File: src/rtl/llr_qq_pkg.sv
// Package: shared helpers for the quasi-uniform LLR quantizer.
// Assumes values carry FRAC_BITS fractional bits and levels fit LLR_W-1 bits.
package llr_qq_pkg;

    localparam int FRAC_BITS = 6;
    localparam int GROW_SHIFT = 20;

    // Boundary index N between uniform and geometric regions.
    function automatic int bound_index(input int mag_bits);
        return (1 << (mag_bits - 1)) - 1;
    endfunction

    // Highest distinct magnitude index for the selected mode.
    function automatic int top_index(input int mag_bits, input bit uniform);
        if (uniform)
            return (1 << mag_bits) - 1;
        return 2 * bound_index(mag_bits);
    endfunction

    // Reconstruction magnitude of index k, in LSB units, saturated to w-1 bits.
    function automatic longint level_of(input int k, input int mag_bits,
                                        input int step_lsb, input int growth_milli,
                                        input bit uniform, input int w);
        longint n;
        longint acc;
        longint v;
        longint lim;
        int kk;
        n   = longint'(bound_index(mag_bits));
        lim = (longint'(1) << (w - 1)) - 1;
        kk  = (k > top_index(mag_bits, uniform)) ? top_index(mag_bits, uniform) : k;
        if (uniform || longint'(kk) < n) begin
            v = longint'(kk) * longint'(step_lsb);
        end else begin
            acc = (n * longint'(step_lsb)) << GROW_SHIFT;
            for (int i = 0; i < kk - int'(n); i++) begin
                acc = (acc * longint'(growth_milli)) / 1000;
            end
            v = (acc + (longint'(1) << (GROW_SHIFT - 1))) >>> GROW_SHIFT;
        end
        if (v > lim)
            v = lim;
        return v;
    endfunction

endpackage

File: src/rtl/llr_level_table.sv
// Level table: presents every reconstruction magnitude as a constant bus.
// Assumes parameters are legal (MAG_BITS >= 2, GROWTH_MILLI > 1000).
module llr_level_table #(
    parameter int MAG_BITS     = 5,
    parameter int LLR_W        = 16,
    parameter int STEP_LSB     = 16,
    parameter int GROWTH_MILLI = 1300,
    parameter bit UNIFORM      = 1'b0,
    localparam int TOP         = llr_qq_pkg::top_index(MAG_BITS, UNIFORM)
) (
    output logic [TOP:0][LLR_W-2:0] levels
);

    // One constant entry per distinct magnitude index.
    for (genvar k = 0; k <= TOP; k++) begin : g_lvl
        localparam longint LV = llr_qq_pkg::level_of(k, MAG_BITS, STEP_LSB,
                                                     GROWTH_MILLI, UNIFORM, LLR_W);
        assign levels[k] = (LLR_W-1)'(LV);
    end

endmodule

File: src/rtl/llr_quantize.sv
// Quantize path: signed fixed-point LLR to sign-magnitude level code.
// Nearest level wins, ties go to the smaller index, overflow saturates.
// Assumes levels ascend strictly with index.
module llr_quantize #(
    parameter int MAG_BITS = 5,
    parameter int LLR_W    = 16,
    parameter bit UNIFORM  = 1'b0,
    localparam int TOP     = llr_qq_pkg::top_index(MAG_BITS, UNIFORM),
    localparam int CW      = MAG_BITS + 1
) (
    input  logic                     clk,
    input  logic                     rst_n,
    input  logic [TOP:0][LLR_W-2:0]  levels,
    input  logic                     in_valid,
    input  logic [LLR_W-1:0]         in_llr,
    output logic                     out_valid,
    output logic [CW-1:0]            out_code
);

    logic                neg;
    logic [LLR_W-1:0]    mag;
    logic [TOP-1:0]      above;
    logic [MAG_BITS-1:0] idx;

    // Split the input into sign and unsigned magnitude.
    always_comb begin
        neg = in_llr[LLR_W-1];
        mag = neg ? (~in_llr + 1'b1) : in_llr;
    end

    // Threshold bank: bit k set when magnitude is strictly past midpoint k/k+1.
    for (genvar k = 0; k < TOP; k++) begin : g_cmp
        assign above[k] = {mag, 1'b0} >
                          ((LLR_W+1)'(levels[k]) + (LLR_W+1)'(levels[k+1]));
    end

    // Thermometer count gives the chosen index.
    always_comb begin
        idx = '0;
        for (int k = 0; k < TOP; k++) begin
            idx = idx + MAG_BITS'(above[k]);
        end
    end

    // Output register with valid; data held when no input.
    always_ff @(posedge clk) begin
        if (!rst_n) begin
            out_valid <= 1'b0;
            out_code  <= '0;
        end else begin
            out_valid <= in_valid;
            if (in_valid)
                out_code <= {neg && (idx != '0), idx};
        end
    end

    assert_q_latency_R7: assert property (@(posedge clk) disable iff (!rst_n)
        in_valid |=> out_valid);
    assert_q_idle_R7: assert property (@(posedge clk) disable iff (!rst_n)
        !in_valid |=> !out_valid && $stable(out_code));
    assert_q_range_R4: assert property (@(posedge clk) disable iff (!rst_n)
        out_valid |-> (int'(out_code[MAG_BITS-1:0]) <= TOP));
    assert_q_no_neg_zero_R5: assert property (@(posedge clk) disable iff (!rst_n)
        out_valid |-> !(out_code[CW-1] && out_code[MAG_BITS-1:0] == '0));
    assert_q_sign_R1: assert property (@(posedge clk) disable iff (!rst_n)
        (in_valid && !in_llr[LLR_W-1]) |=> !out_code[CW-1]);

endmodule

File: src/rtl/llr_dequantize.sv
// Dequantize path: sign-magnitude level code to signed fixed-point value.
// Indices above the top level alias to it; negative zero yields zero.
module llr_dequantize #(
    parameter int MAG_BITS = 5,
    parameter int LLR_W    = 16,
    parameter bit UNIFORM  = 1'b0,
    localparam int TOP     = llr_qq_pkg::top_index(MAG_BITS, UNIFORM),
    localparam int CW      = MAG_BITS + 1
) (
    input  logic                     clk,
    input  logic                     rst_n,
    input  logic [TOP:0][LLR_W-2:0]  levels,
    input  logic                     in_valid,
    input  logic [CW-1:0]            in_code,
    output logic                     out_valid,
    output logic [LLR_W-1:0]         out_llr
);

    localparam logic [MAG_BITS-1:0] TOP_K = MAG_BITS'(TOP);

    logic [MAG_BITS-1:0] kk;
    logic [LLR_W-1:0]    pos;
    logic [LLR_W-1:0]    val;

    // Clamp index, look up the level, apply the sign.
    always_comb begin
        kk  = (in_code[MAG_BITS-1:0] > TOP_K) ? TOP_K : in_code[MAG_BITS-1:0];
        pos = {1'b0, levels[kk]};
        val = in_code[CW-1] ? (~pos + 1'b1) : pos;
    end

    // Output register with valid; data held when no input.
    always_ff @(posedge clk) begin
        if (!rst_n) begin
            out_valid <= 1'b0;
            out_llr   <= '0;
        end else begin
            out_valid <= in_valid;
            if (in_valid)
                out_llr <= val;
        end
    end

    assert_d_latency_R7: assert property (@(posedge clk) disable iff (!rst_n)
        in_valid |=> out_valid);
    assert_d_idle_R7: assert property (@(posedge clk) disable iff (!rst_n)
        !in_valid |=> !out_valid && $stable(out_llr));
    assert_d_pos_sign_R6: assert property (@(posedge clk) disable iff (!rst_n)
        (in_valid && !in_code[CW-1]) |=> !out_llr[LLR_W-1]);
    assert_d_bound_R2: assert property (@(posedge clk) disable iff (!rst_n)
        out_valid |-> ($signed(out_llr) <= $signed({1'b0, levels[TOP]}) &&
                       $signed(out_llr) >= -$signed({1'b0, levels[TOP]})));

endmodule

File: src/rtl/llr_qu_quantizer.sv
// Top: quasi-uniform (or plain uniform) LLR message quantizer with
// independent registered quantize and dequantize paths sharing one level table.
// STEP_LSB is in units of 2^-6; GROWTH_MILLI is the growth factor times 1000.
module llr_qu_quantizer #(
    parameter int MAG_BITS     = 5,
    parameter int LLR_W        = 16,
    parameter int STEP_LSB     = 16,
    parameter int GROWTH_MILLI = 1300,
    parameter bit UNIFORM      = 1'b0,
    localparam int TOP         = llr_qq_pkg::top_index(MAG_BITS, UNIFORM),
    localparam int CW          = MAG_BITS + 1
) (
    input  logic             clk,
    input  logic             rst_n,
    input  logic             q_in_valid,
    input  logic [LLR_W-1:0] q_in_llr,
    output logic             q_out_valid,
    output logic [CW-1:0]    q_out_code,
    input  logic             d_in_valid,
    input  logic [CW-1:0]    d_in_code,
    output logic             d_out_valid,
    output logic [LLR_W-1:0] d_out_llr
);

    logic [TOP:0][LLR_W-2:0] levels;

    llr_level_table #(
        .MAG_BITS(MAG_BITS), .LLR_W(LLR_W), .STEP_LSB(STEP_LSB),
        .GROWTH_MILLI(GROWTH_MILLI), .UNIFORM(UNIFORM)
    ) u_table (
        .levels(levels)
    );

    llr_quantize #(
        .MAG_BITS(MAG_BITS), .LLR_W(LLR_W), .UNIFORM(UNIFORM)
    ) u_quant (
        .clk(clk), .rst_n(rst_n), .levels(levels),
        .in_valid(q_in_valid), .in_llr(q_in_llr),
        .out_valid(q_out_valid), .out_code(q_out_code)
    );

    llr_dequantize #(
        .MAG_BITS(MAG_BITS), .LLR_W(LLR_W), .UNIFORM(UNIFORM)
    ) u_dequant (
        .clk(clk), .rst_n(rst_n), .levels(levels),
        .in_valid(d_in_valid), .in_code(d_in_code),
        .out_valid(d_out_valid), .out_llr(d_out_llr)
    );

endmodule

File: config.mk
export PLATFORM = sky130hd
export DESIGN_NAME = llr_qu_quantizer
export DESIGN_NICKNAME = d
export VERILOG_FILES = /design/src/rtl/llr_qq_pkg.sv /design/src/rtl/llr_level_table.sv /design/src/rtl/llr_quantize.sv /design/src/rtl/llr_dequantize.sv /design/src/rtl/llr_qu_quantizer.sv
export SDC_FILE = /design/constraint.sdc
export NUM_CORES = 1
export LEC_CHECK = 0
export BUFFER_PORTS_ARGS = -buffer_cell sky130_fd_sc_hd__buf_2
export CAP_MARGIN = 20
export CORE_ASPECT_RATIO = 1.1
export CORE_MARGIN = 3
export CORE_UTILIZATION = 60
export CTS_CLUSTER_SIZE = 20
export DETAILED_ROUTE_END_ITERATION = 16
export PLACE_DENSITY = 0.83
export SKIP_CTS_REPAIR_TIMING = 1
export SLEW_MARGIN = 20
export SYNTH_ARGS = -nofsm -noshare
export SYNTH_HDL_FRONTEND = slang
export SYNTH_SLANG_ARGS = --single-unit
File: constraint.sdc
create_clock -name clk -period 24.2 [get_ports clk]
set_input_delay 4.84 -clock clk [delete_from_list [all_inputs] [get_ports clk]]
set_output_delay 4.84 -clock clk [all_outputs]
set_load 0.01 [all_outputs]
==> impl_results.md <==
- Status: finished clean
- Hold Fails Final Rpt: 0
- PD cells: 46.3 nW/um2
- Delay-heaviest family, CP: adder cells
- Max stage delay cell, worst path: or4b_4
- Critical Path AT: ~12 ns
- Cts bufs inserted: 3
- Worst R2R Setup Slack: between 20 and 25 ns
- Synth Net Count: ~500
- Port Buf Inserts: 49
- Antenna cells: 0
- Total track usage: 0.269
- Layout cells sized above 1: 0.165
- Grt peak-use layer: met2
- Hold slack: roughly 0.48 ns
- Most frequent cells in the layout: 49 x buf_2, 41 x inv_1, 36 x nor2_1
- Crit-path most repeated cell: fa_1
- Commonest non-fill, non-tap cell in the layout: buf_2
- Largest stage delay, worst path: ~0.55 ns
- Detailed Route Iter0 Violations: 232
- Max_cap viols: 0
- Area of the die: 6770 um2
- Final slew viol count: 0
- Max FO, Critical Path: 13
- Core Util, Final: 0.684
- VDD IR max: roughly 0.056 mV
- FP Rows: 28
- Max Clk Rate: ~81 MHz
- Final setup TNS: 0 ns
- Drt via density: 6.25
- Crit path to: u_quant.out_code[5]
- CTS tree: yes
- Final wirelength: between 8000 and 9000 um
- Avg Cell Area, Syn: about 7.9 um2
- First-pass GRT wire length: between 10,000 and 15,000 um
- Fill cell count: 458
- Fin crit period: ~12 ns
- Crit path launch: q_in_llr[0]
- Fin crit share: 0.508
- Endpoints failing setup: 0
- Largest net degree at the start of global routing: 34
- Rel. slew slack: 0.385
- I/O Pins: 50
- Detail Placement HPWL: roughly 6900 um
- Critical Path Start Type: primary input
- Reg2reg end: u_dequant.out_llr[7]
- Kind of critical path: in -> reg
- Hold Path Class: reg -> reg
- Clock Sink Count: 24
- CTS root buf: clkbuf_8
- Routed WL per cell: approximately 16 um
- Slew @ Worst Pin: approximately 0.9 ns
- Initial antenna violation count: 0
- Number of cells on the critical path: 25
- CP Capture Type: flop
- Met3 GRT Util: 0.0242
- Met1 GRT Util: 0.343
- Synth warn: 0
- Reg2reg path depth: 2
- # DRC: 0
- Area Growth Syn to Fin: 7.89%
- Placeable Area: around 5500 um2
- Via count: about 3,400
- Number of H-tree levels: 1
- Worst Path Required: between 20 and 25 ns
- Number of synthesized flops with an enable pin: 0
- Static leakage: approximately 1.5 nW
- GRT met2 Usage: 0.493
- Seq/Total Area, Yosys: 0.138
- Mapped Cells: between 400 and 500
- Synth async-reset ratio: 0
- Drt pass-1 iters: 5
- Final std cell area, no fill: ~3800 um2
- GP Congestion: around 0.98
- Reg-to-reg critical path startpoint: u_dequant.out_llr[7]
- Max Root-Sink Buffers: 2
- #FFs+latches synth: 24
- Number of global-route vias before repair: around 3,200
- Clock Skews: 0 ns
- Starting density of the core: 0.634
- CP bufs+invs: 6
- Unrepaired setup endpoints after global routing: false
- Worst-path clk slew: roughly 0.080 ns
- Die height: 86.0 um
- Post-synth cell types: between 70 and 80
- Placed Area: between 3000 and 4000 um2
- Die width: a little under 80 um
- Final #Nets: between 500 and 600
- Main synth FF type: dfxtp_1
- Worst-Skew Late Latency: 0.27 ns
- Post-Syn Area: ~3500 um2
- Grt total ovfl: 0
- Antenna-violating nets left: 0
[Yosys cell counts, types with 4 or more instances]
cell / number / area (um2)
a211oi_1: 9 / 67.6
a21o_1: 5 / 37.5
a21oi_1: 26 / 130
a31oi_1: 11 / 68.8
and2_1: 6 / 37.5
buf_2: 5 / 25.0
clkbuf_1: 16 / 60.1
dfxtp_1: 24 / 480
fa_1: 22 / 440
ha_1: 14 / 175
inv_1: 41 / 154
mux2i_1: 8 / 80.1
nand2_1: 29 / 109
nand2b_1: 16 / 100
nand3_1: 8 / 40.0
nor2_1: 36 / 135
nor2b_1: 6 / 37.5
nor3_1: 5 / 25.0
nor4_1: 4 / 25.0
o211ai_1: 8 / 60.1
o21a_1: 5 / 37.5
o21ai_0: 29 / 145
o311ai_0: 5 / 43.8
o31ai_1: 5 / 37.5
o41ai_1: 6 / 52.6
or2_2: 4 / 25.0
or3_1: 5 / 31.3
xnor2_1: 12 / 105
xor2_1: 11 / 96.3
[logic make-up after synthesis]
kind of cell | synth area share
buffers and inverters | 0.0829
AOI/OAI and AO/OA | 0.279
muxes | 0.0326
and+or+nand+nor | 0.221
DFF | 0.138
xor gates and xnor gates | 0.0703
adders and majority gates | 0.176
[metal layers]
metal,vias to the layer above,routed length [um]
met5,-,0
met4,0,78
met3,11,497
met2,124,4560
met1,1625,3710
li1,1627,-
[tightest hold or removal path, stage by stage, from the launching register on]
cell	delay (ns)
dfxtp_1	0.32
nand2_1	0.06
a21oi_1	0.06
[sequential cells by signal, summed over array words and instances (netlist names)]
register / flops
u_quant.out_code: 6
u_dequant.out_llr: 16
u_dequant.out_valid: 1
u_quant.out_valid: 1
[cell type report]
cell class	count	area, um2	area share
Multi-Input combinational cell	349	2720	0.722
Sequential cell	24	480	0.128
Timing Repair Buffer	49	245	0.0652
Inverter	41	154	0.0409
Tap cell	75	93.8	0.0249
Clock buffer	3	41.3	0.0110
Clock inverter	1	30.0	0.00798
[how the worst min path moves through the flow]
stage	depth (start not counted)	from	to
6_report	2	u_dequant.out_llr[15]	u_dequant.out_llr[15]
5_1_grt	2	u_quant.out_code[5]	u_quant.out_code[5]
4_1_cts	2	u_dequant.out_llr[15]	u_dequant.out_llr[15]
3_5_place_dp	2	u_dequant.out_llr[15]	u_dequant.out_llr[15]
3_3_place_gp	2	u_dequant.out_llr[15]	u_dequant.out_llr[15]
2_1_floorplan	2	u_dequant.out_llr[15]	u_dequant.out_llr[15]
[power by group]
group,internal [W],switching (W),leakage [nW]
Clock,0.0000221,0.0000126,0.0357
Sequential,0.0000442,0.00000237,0.199
Combinational,0.0000365,0.0000565,1.30
Total,0.000103,0.0000715,1.53
[metrics by stage]
stage / instances / worst slack (ns) / power [W]
3_3_place_gp: 538 / 11.79 / 0.000137
6_report: 542 / 11.90 / 0.000174
2_1_floorplan: 441 / 12.07 / 0.000115
5_1_grt: 542 / 11.40 / 0.000190
4_1_cts: 542 / 11.88 / 0.000175
3_5_place_dp: 538 / 11.57 / 0.000139
(Power assumes the default switching activity.)
